[src/rtl/dbi_pkg.sv]
package dbi_pkg;
  localparam int NUM_BANKS = 2;
  localparam int ADDR_W    = 4;

  typedef enum logic [2:0] {
    K_MASK  = 3'd0,
    K_STEER = 3'd1,
    K_RAW   = 3'd2,
    K_IRQP  = 3'd3,
    K_FIQP  = 3'd4,
    K_CTRL  = 3'd5
  } reg_kind_e;
endpackage

[src/rtl/dbi_sync.sv]
module dbi_sync #(
  parameter int W = 64
) (
  input  logic         clk,
  input  logic         rst_n,
  input  logic [W-1:0] d_i,
  output logic [W-1:0] q_o
);
  logic [W-1:0] stg1_q, stg2_q;

  always_ff @(posedge clk or negedge rst_n) begin
    if (!rst_n) begin
      stg1_q <= '0;
      stg2_q <= '0;
    end else begin
      stg1_q <= d_i;
      stg2_q <= stg1_q;
    end
  end

  assign q_o = stg2_q;

  // Counts edges since reset release, saturating at 2 (for the check below only)
  logic [1:0] age_q;
  always_ff @(posedge clk or negedge rst_n) begin
    if (!rst_n)              age_q <= 2'd0;
    else if (age_q != 2'd2)  age_q <= age_q + 2'd1;
  end

  // output equals the input as sampled two edges earlier
  a_r2_two_stage: assert property (@(posedge clk) disable iff (!rst_n)
    (age_q == 2'd2) |-> (q_o == $past(d_i, 2)));
endmodule

[src/rtl/dbi_bank.sv]
module dbi_bank #(
  parameter int W = 32
) (
  input  logic         clk,
  input  logic         rst_n,
  input  logic [W-1:0] pend_i,
  input  logic         mask_we,
  input  logic         steer_we,
  input  logic [W-1:0] wdata_i,
  output logic [W-1:0] mask_o,
  output logic [W-1:0] steer_o,
  output logic [W-1:0] irq_pend_o,
  output logic [W-1:0] fiq_pend_o
);
  logic [W-1:0] mask_q, mask_d, steer_q, steer_d;

  always_comb begin
    mask_d  = mask_q;
    steer_d = steer_q;
    if (mask_we)  mask_d  = wdata_i;
    if (steer_we) steer_d = wdata_i;
  end

  always_ff @(posedge clk or negedge rst_n) begin
    if (!rst_n) begin
      mask_q  <= '0;
      steer_q <= '0;
    end else begin
      mask_q  <= mask_d;
      steer_q <= steer_d;
    end
  end

  assign mask_o     = mask_q;
  assign steer_o    = steer_q;
  assign irq_pend_o = pend_i & mask_q & ~steer_q;
  assign fiq_pend_o = pend_i & mask_q &  steer_q;

  // a mask write lands intact on the next edge
  a_r8_mask_write: assert property (@(posedge clk) disable iff (!rst_n)
    mask_we |=> (mask_o == $past(wdata_i)));
  // without a write strobe the steering register holds
  a_r9_steer_hold: assert property (@(posedge clk) disable iff (!rst_n)
    !steer_we |=> $stable(steer_o));
  // a source never shows on both lines at once
  a_r5_disjoint: assert property (@(posedge clk) disable iff (!rst_n)
    (irq_pend_o & fiq_pend_o) == '0);
endmodule

[src/rtl/dual_bank_intc.sv]
module dual_bank_intc
  import dbi_pkg::*;
#(
  parameter int BANK_W  = 32,
  parameter int RTC_SRC = 63
) (
  input  logic                          clk,
  input  logic                          rst_n,
  input  logic [NUM_BANKS*BANK_W-1:0]   src_i,
  input  logic                          reg_we,
  input  logic [ADDR_W-1:0]             reg_addr,
  input  logic [BANK_W-1:0]             reg_wdata,
  output logic [BANK_W-1:0]             reg_rdata,
  output logic                          irq_o,
  output logic                          fiq_o,
  output logic                          idle_wake_o,
  output logic                          sys_wake_o
);
  localparam int NUM_SRC = NUM_BANKS * BANK_W;

  logic [NUM_SRC-1:0] pend_flat;
  logic [NUM_BANKS-1:0][BANK_W-1:0] mask_a, steer_a, irqp_a, fiqp_a, pend_a;

  reg_kind_e kind;
  logic      bsel;
  assign kind = reg_kind_e'(reg_addr[ADDR_W-1:1]);
  assign bsel = reg_addr[0];

  dbi_sync #(.W(NUM_SRC)) u_sync (
    .clk(clk), .rst_n(rst_n), .d_i(src_i), .q_o(pend_flat)
  );

  for (genvar b = 0; b < NUM_BANKS; b++) begin : g_bank
    assign pend_a[b] = pend_flat[b*BANK_W +: BANK_W];
    dbi_bank #(.W(BANK_W)) u_bank (
      .clk        (clk),
      .rst_n      (rst_n),
      .pend_i     (pend_a[b]),
      .mask_we    (reg_we && kind == K_MASK  && bsel == b[0]),
      .steer_we   (reg_we && kind == K_STEER && bsel == b[0]),
      .wdata_i    (reg_wdata),
      .mask_o     (mask_a[b]),
      .steer_o    (steer_a[b]),
      .irq_pend_o (irqp_a[b]),
      .fiq_pend_o (fiqp_a[b])
    );
  end

  // Idle qualifier and alarm wake enable
  logic idle_qual_q, idle_qual_d, wake_en_q, wake_en_d;
  always_comb begin
    idle_qual_d = idle_qual_q;
    wake_en_d   = wake_en_q;
    if (reg_we && kind == K_CTRL) begin
      if (bsel) wake_en_d   = reg_wdata[0];
      else      idle_qual_d = reg_wdata[0];
    end
  end

  always_ff @(posedge clk or negedge rst_n) begin
    if (!rst_n) begin
      idle_qual_q <= 1'b0;
      wake_en_q   <= 1'b0;
    end else begin
      idle_qual_q <= idle_qual_d;
      wake_en_q   <= wake_en_d;
    end
  end

  assign irq_o       = |irqp_a;
  assign fiq_o       = |fiqp_a;
  assign idle_wake_o = idle_qual_q ? |(pend_a & mask_a) : |pend_flat;
  assign sys_wake_o  = wake_en_q & pend_flat[RTC_SRC];

  always_comb begin
    reg_rdata = '0;
    case (kind)
      K_MASK:  reg_rdata = mask_a[bsel];
      K_STEER: reg_rdata = steer_a[bsel];
      K_RAW:   reg_rdata = pend_a[bsel];
      K_IRQP:  reg_rdata = irqp_a[bsel];
      K_FIQP:  reg_rdata = fiqp_a[bsel];
      K_CTRL:  reg_rdata[0] = bsel ? wake_en_q : idle_qual_q;
      default: reg_rdata = '0;
    endcase
  end

  // the normal line needs an enabled, pending source
  a_r3_irq_needs_pending: assert property (@(posedge clk) disable iff (!rst_n)
    irq_o |-> (|(pend_a & mask_a)));
  // the fast line needs some source steered to it
  a_r4_fiq_needs_steer: assert property (@(posedge clk) disable iff (!rst_n)
    fiq_o |-> (|steer_a));
  // in qualified mode, idle exit needs an enabled source
  a_r6_qualified_wake: assert property (@(posedge clk) disable iff (!rst_n)
    (idle_qual_q && idle_wake_o) |-> (|mask_a));
  // alarm wake needs the alarm source pending
  a_r7_alarm_wake: assert property (@(posedge clk) disable iff (!rst_n)
    sys_wake_o |-> pend_flat[RTC_SRC]);
endmodule

[config.mk]
export PLATFORM = sky130hd
export DESIGN_NAME = dual_bank_intc
export DESIGN_NICKNAME = d
export VERILOG_FILES = /design/src/rtl/dbi_pkg.sv /design/src/rtl/dbi_sync.sv /design/src/rtl/dbi_bank.sv /design/src/rtl/dual_bank_intc.sv
export SDC_FILE = /design/constraint.sdc
export NUM_CORES = 1
export LEC_CHECK = 0
export ABC_AREA = 0
export BUFFER_PORTS_ARGS = -buffer_cell sky130_fd_sc_hd__buf_2
export CAP_MARGIN = 30
export CORE_AREA = 2 2 146 148
export CTS_BUF_LIST = sky130_fd_sc_hd__clkbuf_16
export DETAILED_ROUTE_END_ITERATION = 16
export DIE_AREA = 0 0 148 150
export GPL_TIMING_DRIVEN = 0
export PLACE_DENSITY = 0.92
export RECOVER_POWER = 100
export SLEW_MARGIN = 20
export SYNTH_ARGS = -nofsm -noshare
export SYNTH_HDL_FRONTEND = slang
export SYNTH_SLANG_ARGS = --single-unit
[constraint.sdc]
create_clock -name clk -period 2.2 [get_ports clk]
set_clock_uncertainty 0.2 [all_clocks]
set_input_delay 0.11 -clock clk [delete_from_list [all_inputs] [get_ports clk]]
set_output_delay 0.11 -clock clk [all_outputs]
set_load 0.01 [all_outputs]
# Word-level counts from Yosys, hierarchy flattened
# Cells that the tools add are included.
[totals] in_bits=103 wordCells=53 output_inout_bits=36 regBits=258
[op_classes] n_reduce_logical=14 bitwise=11 eq_ne=5 magnitude_cmp=1 mux=14
[ops] operator="32-bit 2-to-1 mux" count=10
[ops] operator="64-bit OR reduction" count=4
[ops] operator="32-bit AND" count=6
[ops] operator="31-bit one-hot mux with 5 select lines" count=1
[ops] operator="64-bit AND" count=1
[ops] operator="32-bit inverter" count=2
[ops] operator="1-bit logical AND" count=7
[ops] operator="3-bit by 2-bit == test with 1-bit output (second input constant)" count=2
[ops] operator="3-bit == test (second input constant)" count=2
[ops] operator="1-bit one-hot mux with 6 select lines" count=1
[ops] operator="2-bit AND reduction" count=2
[ops] operator="3-bit by 1-bit == test with 1-bit output (second input constant)" count=1
[ops] operator="3-bit zero test" count=1
[ops] operator="1-bit by 2-bit less-than comparator with 1-bit output (second input constant)" count=1
[ops] operator="1-bit 2-to-1 mux" count=2
[ops] operator="1-bit AND" count=1
[ops] operator="1-bit inverter" count=1

# Logic depth before layout (Yosys ltp)
[depth] word_depth=5 mapped_depth=7 depth_no_buf=5

# Hierarchy
# Synthesis repeated with hierarchy kept, for this count alone.
[hier_totals] cells_unflattened=1039 area_unflattened_um2=13382.8
[by_module_without_submodules] mod="dbi_bank" area_per_inst_um2=3170.5 cells_per_inst=200 seq_area_each_um2=1601.5 n_inst=2
[by_module_without_submodules] mod="dual_bank_intc" area_per_inst_um2=3838.7 cells_per_inst=511 seq_area_each_um2=50.0 n_inst=1
[by_module_without_submodules] mod="dbi_sync" area_per_inst_um2=3203.1 cells_per_inst=128 seq_area_each_um2=3203.1 n_inst=1

# Worst setup path after synthesis
# Ideal clock, no wire load.
[synth_path] kind="input -> register" from="in reg_addr[2]" to="reg g_bank[0].u_bank.mask_q[10]" path_slack_ns=0.319 path_stages=6 setup_ns=0.125 required_time_ns=1.875 arrival_time_ns=1.556 n_path_buf=3 path_cell_list="or3_1 -> buf_2 -> or3b_1 -> buf_2 -> buf_6 -> mux2_4"
[synth_between] elab_chain_cells=3
[synth_lines] element="start: declaration" line="dual_bank_intc.sv:11" text="input logic [ADDR_W-1:0] reg_addr,"
[synth_lines] element="3-bit zero test" line="dual_bank_intc.sv:39" text=".mask_we (reg_we && kind == K_MASK && bsel == b[0]),"
[synth_lines] element="1-bit logical AND (2 in a row)" line="dual_bank_intc.sv:39"
[synth_lines] element="end signal: assignment" line="dbi_bank.sv:29" text="mask_q <= mask_d;"
[synth_lines] element="end: declaration" line="dbi_bank.sv:15" text="logic [W-1:0] mask_q, mask_d, steer_q, steer_d;"
# Every way passes these cells.
# A chain may end at the register's enable or synchronous reset.

# Worst setup path in the final report
[layout_path] from="reg u_sync.stg2_q[3] (netlist: u_sync.q_o[3])" to="out idle_wake_o"
[layout_between] elab_chain_cells=3 elab_cells_between_ends=4 cone_classes="mux: 1; bitwise: 1; reduce/logical: 2"
[layout_lines] element="start: declaration" line="dbi_sync.sv:9" text="logic [W-1:0] stg1_q, stg2_q;"
[layout_lines] element="start signal: assignment" line="dbi_sync.sv:17" text="stg2_q <= stg1_q;"
[layout_lines] element="64-bit AND" line="dual_bank_intc.sv:72" text="assign idle_wake_o = idle_qual_q ? |(pend_a & mask_a) : |pend_flat;"
[layout_lines] element="64-bit OR reduction" line="dual_bank_intc.sv:72"
[layout_lines] element="1-bit 2-to-1 mux (*)" line="dual_bank_intc.sv:72"
[layout_lines] element="end: declaration" line="dual_bank_intc.sv:16" text="output logic idle_wake_o,"
# Mark *: on every way between the ends. The rest lies on a longest branch, timed or not.

==> impl_metrics.toml <==
[run_status]
status = "finished with violations"
violations = "negative hold slack, negative setup slack"

[clock_tree]
cts_buffers = 26
cts_buffer_depth = 3
htree_num_levels = 1
clk_latency_ns = 0.56
cts_sinks = 258
cts-root-buf = "clkbuf_16"
cts_tree = "yes"
clkTransAtPathRegs_ns = 0.07

[die]
die_h_um = 150
ios = 139
coreArea_sq_um = 20690
initial_core_util = 0.5821
rows = 53
dieArea_sq_um = 22200
die_w_um = 148

[final_layout]
syn2layout_area_growth_pct = 31.82
nNetsFinal = 1475
layout.cells.non_filler = 1667
most-common-layout-cells = "dfrtp_1, buf_2, dlygate4sd3_1, mux2i_1, mux2_2"
antenna_cells = 0
fillers = 1267
regArea_sq_um = 6487
multi_input_area_sq_um = 5622
final_common_cell = "dfrtp_1"
drive_gt1_frac = 0.3211

[logic_synthesis]
syn_area_sq_um = 12040
ys_seq_area_frac = 0.5360
async_flop_share = 1.000
synth_ff_type = "dfrtp_1"
synth_fp_nets = 1153
syn_inst = 1050
synthDistinctLibCells = 30
syn_avg_cell_area_sq_um = 11.47
ys_seq_elements = 258
synth_edf_count = 0
yosys_warnings = 0

[power_and_ir_drop]
switching_power_uw = 4492
internal-power_uw = 9347
power_uw = 13840
peakVddDrop_mv = 0.7102
pwr-share-comb = 0.215
p_leak_uw = 0.007006
p_per_area_nw_per_um2 = 871.7
clockPowerShare = 0.327
seq_power_share = 0.459
p_sw_frac = 0.3246

[grt]
first_global_vias = 11190
use_met3 = 0.1174
grt_pass1_wl_um = 64400
use_met2 = 0.6146
antenna_found_initial = 0
gr-total-overflow = 0
grtUsageMet1 = 0.4728
grt_max_degree = 110
busiest_layer = "met2"
track_usage = 0.3866

[critical_path]
critical_path.startpoint_type = "flop"
ff2ff_setup_slack_ns = 1.03
reg2reg_depth = 2
reg2reg_to = "g_bank[0].u_bank.mask_o[29]"
worstSetupEndpoint = "idle_wake_o"
path_class = "flop to primary output"
timing.rr.start = "g_bank[0].u_bank.mask_o[29]"
critPathRequiredTime_ns = 1.89
startpoint = "u_sync.q_o[3]"
path_max_fanout = 3
cp_data_arrival_time_ns = 2.49
cp-end-kind = "primary output"

[timing]
finalCriticalPeriod_ns = 2.796
hold_slack_ns = -0.009490
post-route-period-util = 1.271
slew_violations = 0
tightest_slew_ns = 1.180
fmax_ghz = 0.3576
final-hold-violation-count = 5
finalSetupViolCount = 37
rsz0062_at_grt = "true"
setup_tns_ns = -3.286
slew_headroom = 0.2135
setup_ws_ns = -0.5964

[place]
gp_congestion = 1.104
dp_slack_ns = -0.4146
post-place-cells = 1465
dp_hpwl_um = 27540
io_buffers = 137

[route]
vias_per_cell = 6.888
drc = 0
ant_nets = 0
drt-total-wl_um = 44780
routed-via-count = 11480
drt_iter0_drc = 1826
firstDrtPassIters = 13
wl_per_cell_um = 26.86

[run]
max-cap-violations = 0

[min_path]
worst_hold_path_type = "primary input to flop"
sequential cells by signal (all words and copies together), names as in the netlist:
register               cells
u_sync.stg1_q             64
g_bank.u_bank.steer_o     64
u_sync.q_o                64
g_bank.u_bank.mask_o      64
wake_en_q                  1
idle_qual_q                1
power groups by stage:
stage	Sequential, uW	Clock, uW	Combinational [uW]
after global placement	6240	0	2310
after detailed placement	6280	0	2420
after floorplan	6010	0	1640
after CTS	6220	4490	2710
final	6350	4520	2970
after global routing	6390	4720	3100
cell families (layout without fill, tap and decap cells):
family / count (synthesis) / in the layout / share of synthesized area
AND/OR/NAND/NOR: 349 / 349 / 0.1381
multiplexers: 257 / 257 / 0.2377
AO/OA/AOI/OAI: 134 / 134 / 0.06877
buffers and inverters: 52 / 394 / 0.01943
flip-flops: 258 / 258 / 0.5360
worst min-delay path by stage:
stage	slack, ns	end	cells past startpoint	startpoint
6_report	-0.009	u_sync.stg1_q[52]	2	src_i[52]
3_5_place_dp	-0.07	u_sync.q_o[26]	1	rst_n
5_1_grt	0.002	u_sync.stg1_q[19]	2	src_i[19]
4_1_cts	0.0001	u_sync.stg1_q[19]	2	src_i[19]
2_1_floorplan	-0.39	g_bank[0].u_bank.mask_o[0]	0	rst_n
3_3_place_gp	0.02	u_sync.stg1_q[45]	1	src_i[45]
critical path, cell delays in order, from the launching register on:
cell	delay [ns]
dfrtp_1	0.43
nand2_2	0.12
nand4_1	0.18
or4_4	0.59
nor4_4	0.31
a31oi_4	0.14
buf_6	0.15
final cells by class:
type / instances / area share
Tap cell: 275 / 0.02167
Multi-Input combinational cell: 740 / 0.3541
Sequential cell: 258 / 0.4086
Buffer: 51 / 0.01734
Clock buffer: 26 / 0.04098
Timing Repair Buffer: 295 / 0.1440
Clock inverter: 22 / 0.01332
repair_timing:
item | CTS | global route
pin swaps | 9 | 29
hold buffers | 131 | 0
buffers inserted | 7 | 17
endpoints found under the hold margin | 452 | 0
setup endpoints to repair | 35 | 54
gates resized for setup | 57 | 114
routing by layer:
layer / up-vias / wire, um
met5: - / 0
met4: 0 / 3241
met3: 339 / 5961
met2: 1126 / 20420
met1: 5453 / 15160
li1: 4565 / -
through the flow:
| stage | cell area (sq um) | utilization |
|---|---|---|
| floorplan | 12040 | - |
| global placement | 13070 | 0.6319 |
| detailed placement | 13150 | 0.6358 |
| CTS | 15550 | 0.7515 |
| global route | 15880 | 0.7674 |
| finish | 15880 | 0.7674 |
cell usage after synthesis (all sizes together) (2+ instances only):
| master | n | area [sq um] |
|---|---|---|
| mux2i | 115 | 1151 |
| or3b | 2 | 17.52 |
| or4 | 3 | 22.52 |
| a21oi | 33 | 165.2 |
| nand4 | 36 | 225.2 |
| nand2 | 68 | 255.2 |
| o221ai | 13 | 113.9 |
| dfrtp | 258 | 6456 |
| nor2 | 93 | 349.1 |
| nand3 | 68 | 340.3 |
| nand3b | 2 | 15.01 |
| buf | 22 | 121.4 |
| nor4 | 30 | 187.7 |
| clkbuf | 30 | 112.6 |
| o21ai | 20 | 100.1 |
| a211oi | 19 | 142.6 |
| and2 | 2 | 12.51 |
| o22ai | 47 | 294.0 |
| a31oi | 2 | 12.51 |
| nor3 | 40 | 200.2 |
| mux2 | 142 | 1712 |
(Power assumes the default switching activity.)
